<file path="config.mk">
export PLATFORM = sky130hd
export DESIGN_NAME = brk_det
export DESIGN_NICKNAME = d
export VERILOG_FILES = /design/src/rtl/brk_pkg.sv /design/src/rtl/brk_bitclk.sv /design/src/rtl/brk_end.sv /design/src/rtl/brk_frame.sv /design/src/rtl/brk_flag.sv /design/src/rtl/brk_det.sv
export SDC_FILE = /design/constraint.sdc
export NUM_CORES = 1
export LEC_CHECK = 0
export BUFFER_PORTS_ARGS = -buffer_cell sky130_fd_sc_hd__buf_2
export CORE_MARGIN = 2
export CORE_UTILIZATION = 50
export CTS_CLUSTER_SIZE = 24
export DETAILED_ROUTE_END_ITERATION = 7
export PLACE_DENSITY = 0.71
export SYNTH_ARGS = -nofsm -noshare
export SYNTH_HDL_FRONTEND = slang
export SYNTH_SLANG_ARGS = --single-unit
export TNS_END_PERCENT = 1
</file>
<file path="constraint.sdc">
create_clock -name clk_i -period 2 [get_ports clk_i]
set_clock_uncertainty 0.1 [all_clocks]
set_input_delay 0.2 -clock clk_i [delete_from_list [all_inputs] [get_ports clk_i]]
set_output_delay 0.2 -clock clk_i [all_outputs]
set_load 0.05 [all_outputs]
</file>
<file path="src/rtl/brk_pkg.sv">
package brk_pkg;
  typedef enum logic [2:0] {
    ST_IDLE,
    ST_START,
    ST_DATA,
    ST_PAR,
    ST_STOP,
    ST_BRK
  } rx_st_e;
endpackage

</file>
<file path="src/rtl/brk_bitclk.sv">
// Bit-phase counter; OVS must be a power of two.
module brk_bitclk #(
  parameter int OVS = 16
) (
  input  logic clk_i,
  input  logic rst_ni,
  input  logic tick_i,
  input  logic sync_mode_i,
  input  logic restart_i,
  output logic samp_o
);
  localparam int PH_W = $clog2(OVS);
  localparam logic [PH_W-1:0] SAMP_PH = PH_W'(OVS / 2 - 1);

  logic [PH_W-1:0] ph_q;

  always_ff @(posedge clk_i or negedge rst_ni) begin
    if (!rst_ni)        ph_q <= '0;
    else if (restart_i) ph_q <= '0;
    else if (tick_i)    ph_q <= ph_q + 1'b1;
  end

  assign samp_o = tick_i & (sync_mode_i | (ph_q == SAMP_PH));
endmodule

</file>
<file path="src/rtl/brk_end.sv">
module brk_end #(
  parameter int END_TICKS = 2
) (
  input  logic clk_i,
  input  logic rst_ni,
  input  logic active_i,
  input  logic tick_i,
  input  logic rx_i,
  input  logic sync_mode_i,
  output logic end_o
);
  localparam int W = $clog2(END_TICKS + 1);

  logic [W-1:0] hi_q, hi_nx, need;

  assign hi_nx = hi_q + 1'b1;
  assign need  = sync_mode_i ? W'(1) : W'(END_TICKS);
  assign end_o = active_i & tick_i & rx_i & (hi_nx >= need);

  // consecutive high strobes; a low strobe restarts the run
  always_ff @(posedge clk_i or negedge rst_ni) begin
    if (!rst_ni)        hi_q <= '0;
    else if (!active_i) hi_q <= '0;
    else if (tick_i)    hi_q <= rx_i ? hi_nx : '0;
  end
endmodule

</file>
<file path="src/rtl/brk_frame.sv">
module brk_frame
  import brk_pkg::*;
#(
  parameter int MIN_BITS = 5,
  parameter int LEN_W    = 2
) (
  input  logic             clk_i,
  input  logic             rst_ni,
  input  logic             rx_en_i,
  input  logic             rx_i,
  input  logic             tick_i,
  input  logic             samp_i,
  input  logic             sync_mode_i,
  input  logic [LEN_W-1:0] data_len_i,
  input  logic             parity_en_i,
  input  logic             end_i,
  output logic             restart_o,
  output logic             brk_o,
  output logic             frm_err_o,
  output logic             in_break_o
);
  localparam int MAX_BITS = MIN_BITS + (1 << LEN_W) - 1;
  localparam int CNT_W    = $clog2(MAX_BITS + 1);

  rx_st_e           st_q, st_d;
  logic [CNT_W-1:0] bit_q, bit_d, last_idx;
  logic             zero_q, zero_d;

  assign last_idx   = CNT_W'(MIN_BITS) + CNT_W'(data_len_i) - 1'b1;
  assign restart_o  = (st_q == ST_IDLE) & rx_en_i & tick_i & ~rx_i;
  assign in_break_o = (st_q == ST_BRK);

  always_comb begin
    st_d      = st_q;
    bit_d     = bit_q;
    zero_d    = zero_q;
    brk_o     = 1'b0;
    frm_err_o = 1'b0;
    if (!rx_en_i) begin
      st_d = ST_IDLE;
    end else begin
      unique case (st_q)
        ST_IDLE: if (restart_o) begin
          st_d   = sync_mode_i ? ST_DATA : ST_START;
          bit_d  = '0;
          zero_d = 1'b1;
        end
        ST_START: if (samp_i) st_d = rx_i ? ST_IDLE : ST_DATA;
        ST_DATA: if (samp_i) begin
          zero_d = zero_q & ~rx_i;
          if (bit_q == last_idx) st_d = parity_en_i ? ST_PAR : ST_STOP;
          else                   bit_d = bit_q + 1'b1;
        end
        ST_PAR: if (samp_i) begin
          zero_d = zero_q & ~rx_i;
          st_d   = ST_STOP;
        end
        ST_STOP: if (samp_i) begin
          if (rx_i) begin
            st_d = ST_IDLE;
          end else if (zero_q) begin
            brk_o = 1'b1;
            st_d  = ST_BRK;
          end else begin
            frm_err_o = 1'b1;
            st_d      = ST_IDLE;
          end
        end
        ST_BRK: if (end_i) st_d = ST_IDLE;
        default: st_d = ST_IDLE;
      endcase
    end
  end

  always_ff @(posedge clk_i or negedge rst_ni) begin
    if (!rst_ni) begin
      st_q   <= ST_IDLE;
      bit_q  <= '0;
      zero_q <= 1'b0;
    end else begin
      st_q   <= st_d;
      bit_q  <= bit_d;
      zero_q <= zero_d;
    end
  end
endmodule

</file>
<file path="src/rtl/brk_flag.sv">
module brk_flag (
  input  logic clk_i,
  input  logic rst_ni,
  input  logic set_i,
  input  logic clr_i,
  input  logic mask_i,
  output logic flag_o,
  output logic irq_o
);
  always_ff @(posedge clk_i or negedge rst_ni) begin
    if (!rst_ni)     flag_o <= 1'b0;
    else if (set_i)  flag_o <= 1'b1;
    else if (clr_i)  flag_o <= 1'b0;
  end

  assign irq_o = flag_o & mask_i;
endmodule

</file>
<file path="src/rtl/brk_det.sv">
module brk_det #(
  parameter int OVS       = 16,
  parameter int END_TICKS = 2,
  parameter int MIN_BITS  = 5,
  parameter int LEN_W     = 2
) (
  input  logic             clk_i,
  input  logic             rst_ni,
  input  logic             rx_en_i,
  input  logic             rx_i,
  input  logic             tick_i,
  input  logic             sync_mode_i,
  input  logic [LEN_W-1:0] data_len_i,
  input  logic             parity_en_i,
  input  logic             clr_i,
  input  logic             mask_i,
  output logic             brk_flag_o,
  output logic             irq_o,
  output logic             in_break_o,
  output logic             frm_err_o
);
  logic restart, samp, brk_start, brk_end_w;

  brk_bitclk #(.OVS(OVS)) u_bitclk (
    .clk_i       (clk_i),
    .rst_ni      (rst_ni),
    .tick_i      (tick_i),
    .sync_mode_i (sync_mode_i),
    .restart_i   (restart),
    .samp_o      (samp)
  );

  brk_frame #(.MIN_BITS(MIN_BITS), .LEN_W(LEN_W)) u_frame (
    .clk_i       (clk_i),
    .rst_ni      (rst_ni),
    .rx_en_i     (rx_en_i),
    .rx_i        (rx_i),
    .tick_i      (tick_i),
    .samp_i      (samp),
    .sync_mode_i (sync_mode_i),
    .data_len_i  (data_len_i),
    .parity_en_i (parity_en_i),
    .end_i       (brk_end_w),
    .restart_o   (restart),
    .brk_o       (brk_start),
    .frm_err_o   (frm_err_o),
    .in_break_o  (in_break_o)
  );

  brk_end #(.END_TICKS(END_TICKS)) u_end (
    .clk_i       (clk_i),
    .rst_ni      (rst_ni),
    .active_i    (in_break_o & rx_en_i),
    .tick_i      (tick_i),
    .rx_i        (rx_i),
    .sync_mode_i (sync_mode_i),
    .end_o       (brk_end_w)
  );

  brk_flag u_flag (
    .clk_i  (clk_i),
    .rst_ni (rst_ni),
    .set_i  (brk_start | brk_end_w),
    .clr_i  (clr_i),
    .mask_i (mask_i),
    .flag_o (brk_flag_o),
    .irq_o  (irq_o)
  );
endmodule

</file>
# ---- After elaboration in Yosys (flattened, before gate mapping)
# Cells that the tools add are included.
dict set report totals {
  register_bits 15
  in_bits 11
  output_inout_bits 4
  word_cells 92
}
dict set report op_classes {
  n_addsub 5
  magnitude_cmp 1
  n_eq_ne 19
  muxes 39
  bitwise_logic 13
  reduce_logical 9
}
# op n
set op_table {}
lappend op_table {{3-bit 2-to-1 mux} 11}
lappend op_table {{4-bit 2-to-1 mux} 5}
lappend op_table {{3-bit case mux with 6 select lines} 1}
lappend op_table {{3-bit inequality test, second input constant} 5}
lappend op_table {{1-bit 2-to-1 mux} 14}
lappend op_table {{2-bit 2-to-1 mux} 6}
lappend op_table {{1-bit bitwise AND} 10}
lappend op_table {{4-bit by 1-bit adder with 4-bit output, second input constant} 2}
lappend op_table {{2-bit inequality test, second input constant} 4}
lappend op_table {{4-bit case mux with 2 select lines} 1}
lappend op_table {{2-bit nonzero test} 4}
lappend op_table {{7-bit AND reduction} 1}
lappend op_table {{3-bit by 2-bit equality test with 1-bit output, second input constant} 2}
lappend op_table {{3-bit equality test, second input constant} 2}
lappend op_table {{3-bit by 2-bit inequality test with 1-bit output, second input constant} 2}
lappend op_table {{5-bit AND reduction} 1}
lappend op_table {{3-bit by 2-bit adder with 4-bit output, first input constant} 1}
lappend op_table {{4-bit by 3-bit equality test with 1-bit output, second input constant} 1}
lappend op_table {{4-bit equality test} 1}
lappend op_table {{4-bit AND reduction} 1}
lappend op_table {{4-bit by 1-bit subtractor with 4-bit output, second input constant} 1}
lappend op_table {{3-bit by 1-bit equality test with 1-bit output, second input constant} 1}
lappend op_table {{3-bit logical NOT} 1}
lappend op_table {{2-bit by 1-bit adder with 2-bit output, second input constant} 1}
lappend op_table {{other kinds (6)} 7}

# ---- Logic depth before layout (Yosys ltp)
dict set report depth {
  word_depth 8
  depth_mapped 6
  mapped_depth_nobuf 6
}

# ---- Cells and area by module
# From an unflattened synthesis, not the netlist that was laid out.
dict set report unflattened {
  cells_unflattened 109
  hier_area_um2 1033.5
}
# module n_inst cells_per_inst area_per_inst_um2 seq_area_each_um2
set by_module_without_submodules {}
lappend by_module_without_submodules {brk_frame 1 68 594.3 200.2}
lappend by_module_without_submodules {brk_bitclk 1 19 236.5 100.1}
lappend by_module_without_submodules {brk_end 1 16 147.6 50.0}
lappend by_module_without_submodules {brk_flag 1 4 42.5 25.0}
lappend by_module_without_submodules {brk_det 1 2 12.5 0.0}

# ---- Worst setup path after synthesis
# No wires, ideal clock.
dict set report synth_path {
  kind {register -> register}
  startpoint {reg u_frame.st_q[0]}
  endpoint {reg u_end.hi_q[0]}
  setup_time_ns 0.073
  arrival_time_ns 1.598
  required_ns 1.827
  path_slack_ns 0.229
  path_stages_with_launch 6
  n_path_buf 1
  period_less_slack_ns 1.771
  cell_sequence {dfrtp_1 -> buf_2 -> nand2_1 -> nor2_1 -> nand2_1 -> nor2_1}
}
dict set report synth_between {
  elab_chain_len 3
  elab_cells_between_ends 4
  cone_classes {2 x eq/ne; 1 x mux; 1 x bitwise}
}
# item line_no
set synth_lines {}
lappend synth_lines {{start, declared} brk_frame.sv:25} ;# rx_st_e st_q, st_d;
lappend synth_lines {{start signal, assigned} brk_frame.sv:81} ;# st_q <= st_d;
lappend synth_lines {{3-bit equality test *} brk_frame.sv:31} ;# assign in_break_o = (st_q == ST_BRK);
lappend synth_lines {{via in_break_o} brk_det.sv:19} ;# output logic in_break_o,
lappend synth_lines {{1-bit bitwise AND *} brk_det.sv:53} ;# .active_i (in_break_o & rx_en_i),
lappend synth_lines {{2-bit inequality test (no line) / 2-bit 2-to-1 mux (equally long branches)} -}
lappend synth_lines {{end signal, assigned} brk_end.sv:24} ;# else if (tick_i) hi_q <= rx_i ? hi_nx : '0;
lappend synth_lines {{end, declared} brk_end.sv:14} ;# logic [W-1:0] hi_q, hi_nx, need;
# Mark *: on every way through the listed nets, which the timed path passes. The rest lies on a longest branch.
# A chain may end at the register's enable or synchronous reset.

# ---- Worst setup path after layout
dict set report layout_path {
  startpoint {reg u_bitclk.ph_q[0]}
  endpoint {out frm_err_o}
}
dict set report layout_between {
  elab_chain_len 6
}
# item line_no
set layout_lines {}
lappend layout_lines {{start, declared} brk_bitclk.sv:15} ;# logic [PH_W-1:0] ph_q;
lappend layout_lines {{start signal, assigned} brk_bitclk.sv:20} ;# else if (tick_i) ph_q <= ph_q + 1'b1;
lappend layout_lines {{4-bit by 3-bit equality test with 1-bit output} brk_bitclk.sv:23} ;# assign samp_o = tick_i & (sync_mode_i | (ph_q == SAMP_PH));
lappend layout_lines {{1-bit OR} brk_bitclk.sv:23}
lappend layout_lines {{1-bit bitwise AND} brk_bitclk.sv:23}
lappend layout_lines {{1-bit 2-to-1 mux} brk_frame.sv:58} ;# ST_STOP: if (samp_i) begin
lappend layout_lines {{1-bit 2-to-1 mux} brk_frame.sv:42} ;# unique case (st_q)
lappend layout_lines {{1-bit 2-to-1 mux} brk_frame.sv:39} ;# if (!rx_en_i) begin
lappend layout_lines {{end, declared} brk_det.sv:20} ;# output logic frm_err_o
# Every way passes these cells.

==> metrics <==
routed vias about 850; Max-slew headroom between 70% and 80%; Core Rows 16; #FFs+latches synth 15; Final min period 1.92 ns; Final Hold Vio Count 0; CP required 1.70 ns; Top Usage Layer GRT met2; Startpoint Class flop; first-pass GRT wire length ~3.4 mm; Setup TNS Final 0 ns; Die Span Y 49.4 um; sequential area share after synthesis 36.5%; fmax between 0.5 and 0.6 GHz; Worst Setup End Kind primary output; post-DP HPWL ~1.5 mm; DRC viols 0; die area ~0.0024 sq mm; Synth Area in Compound Gates 16.9%; cell count after synthesis 110; Pint around 0.00063 W; Root Driver clkbuf_4; synthesized-area fraction occupied by adder cells approximately 4.9%; Clock Path Buffers 2; GRT met2 Usage between 20% and 30%; Layout area overhead 13.4%; most frequent cells in the layout dfrtp_1, buf_2, nor2_1; post-route clock period utilization about 96%; vias in the first global route 750; arrival time worst endpoint around 1.6 ns; ys flop type dfrtp_1; GRT met3 Usage roughly 2.8%; nets@finish approximately 140; CTS tree built; Combinational Power Share a little over a third; crit-path max FO 7; largest family of logic cells by synthesized area simple AND/OR/NAND/NOR gates; worst-skew pair later-pin latency between 0.2 and 0.3 ns; leading cell type in the layout, fill and taps excluded dfrtp_1; post-synthesis cell type count between 40 and 50; largest net degree at the start of global routing 16; Ports 15; initial antenna violation count 0; FILL cells 182; Final setup viols 0; status complete, no violations; Slew @ Worst Pin approximately 0.37 ns; mux share of post-synthesis cell area between 4 and 5%; Ys Warns 0; Synthesized Nets 125; Clk pwr share between 15 and 20%; Max Slew Vio Count 0; Routed WL per cell 13.3 um; I/O Buffers 14; Final Power just under 0.001 W; Routability Congestion just under 0.9; First-pass DRT Iterations 4; simple-gate share of the synthesized area between 20 and 30%; fin area about 0.0012 sq mm; layout cells sized above 1 between 20% and 30%; worst hold slack 0.103 ns; EDFF count, synth 0; GRT met1 Usage 25.5%; Syn Area/Cell between 9 and 10 sq um; switch share around 37%; Antenna diodes 0; peak supply drop 471 uV; DR iter-0 viols 24; Util after Layout between 60% and 70%; dpl cell area 0.00112 sq mm; TritonCTS Sinks 15; Mapped Area 0.00103 sq mm; Placeable Area approximately 0.0019 sq mm; Sequential Power Share 47.2%; pwr dens ~850 mW/mm^2; GRT Residual Overflow 0; Crit Path Category reg2out; Antenna Nets Post-Route 0; Switch Pwr between 0.0003 and 0.0004 W; CTS H-tree lvls 1; die width 49.4 um; clock buffer count from CTS 3; Max Cap Viol 0; post-synthesis async set-or-reset flop share between 90% and 100%; LEAKAGE approximately 0.54 nW; Synth Area in XOR/XNOR under 10%; Clk pin slew, worst setup/hold paths approximately 0.090 ns; All-Layer GR Usage between 15 and 20%; Initial Util a little over half; DRT Wirelength 2.04 mm; worst min path class in2reg; DR vias/cell 5.53
==> state kept, by name (all words and copies together) (netlist names) <==
name and flops:
u_bitclk.ph_q 4, u_end.hi_q 2, u_flag.flag_o 1, u_frame.bit_q 4, u_frame.st_q 3, u_frame.zero_q 1
==> timing repair <==
action / 4_1_cts / 5_1_grt
buffers inserted: 0 / 1
hold endpoints to repair: 15 / 0
setup endpoints to repair: 0 / 1
hold buffers: 1 / 0
resized for setup: 0 / 1
==> stage by stage <==
stage | instances | setup WS, ns
global placement | 148 | 0.231
CTS | 153 | 0.0264
floorplan | 110 | 0.229
global route | 154 | -0.0231
finish | 154 | 0.0798
detailed placement | 148 | 0.197
==> cell usage after synthesis, types with 3 or more instances <==
master	n	share of area (%)
dfrtp_1	15	36
nor2_1	11	4.0
nand2_1	10	3.7
inv_1	6	2.2
xor2_1	5	4.3
a21oi_1	4	1.9
buf_2	4	1.9
ha_1	4	4.9
a2bb2oi_1	3	2.6
nand3_1	3	1.5
==> path summary, 6_finish.rpt <==
kind | startpoint | endpoint | slack (ns) | cells past startpoint
max in group asynchronous | rst_ni | u_bitclk.ph_q[1] | 1.29 | 2
hold reg to reg | u_frame.zero_q | u_frame.zero_q | 0.43 | 1
setup reg to reg | u_end.hi_q[0] | u_flag.flag_o | 0.18 | 6
min in group asynchronous | rst_ni | u_frame.bit_q[2] | 0.25 | 2
setup / recovery | u_bitclk.ph_q[0] | frm_err_o | 0.08 | 5
hold / removal | clr_i | u_flag.flag_o | 0.10 | 3
==> metal layers <==
layer / routed length [um] / vias to the layer above / share of wire (%)
met5: 0 / - / 0
met4: 15 / 0 / 0.73
met3: 46 / 2 / 2.3
met2: 975 / 12 / 48
met1: 1000 / 404 / 49
li1: - / 433 / -
==> logic make-up (layout without fill, tap and decap cells) <==
| group | Yosys count | after routing |
|---|---|---|
| AND/OR/NAND/NOR | 46 | 46 |
| AO/OA/AOI/OAI | 24 | 24 |
| flip-flops | 15 | 15 |
| buffers and inverters | 12 | 29 |
| XOR/XNOR | 5 | 5 |
| adder cells (fa/ha/maj) | 4 | 4 |
| multiplexers | 4 | 4 |
==> power by group through the flow <==
stage | registers [W] | logic, W | clock network (W)
final | 0.000470 | 0.000352 | 0.000173
after floorplan | 0.000438 | 0.000294 | 0
after global routing | 0.000482 | 0.000395 | 0.000200
after CTS | 0.000467 | 0.000353 | 0.000184
after detailed placement | 0.000473 | 0.000351 | 0
after global placement | 0.000469 | 0.000340 | 0
==> critical path, stage by stage, from the launching register on <==
cell,delay (ns)
dfrtp_1,0.40
ha_1,0.19
nand4b_1,0.20
nand2_4,0.16
and3_1,0.17
clkbuf_4,0.23
==> final cells by class <==
| class | instances | area, sq um | share of cell area (%) |
|---|---|---|---|
| sequential | 15 | 375 | 32.2 |
| multi-input combinational | 83 | 599 | 51.4 |
| inverter | 7 | 26.3 | 2.25 |
| tap | 27 | 33.8 | 2.90 |
| clock buffer | 4 | 26.3 | 2.25 |
| timing repair buffer | 18 | 105 | 9.01 |
Note: power is estimated with default switching activity, not from simulation.
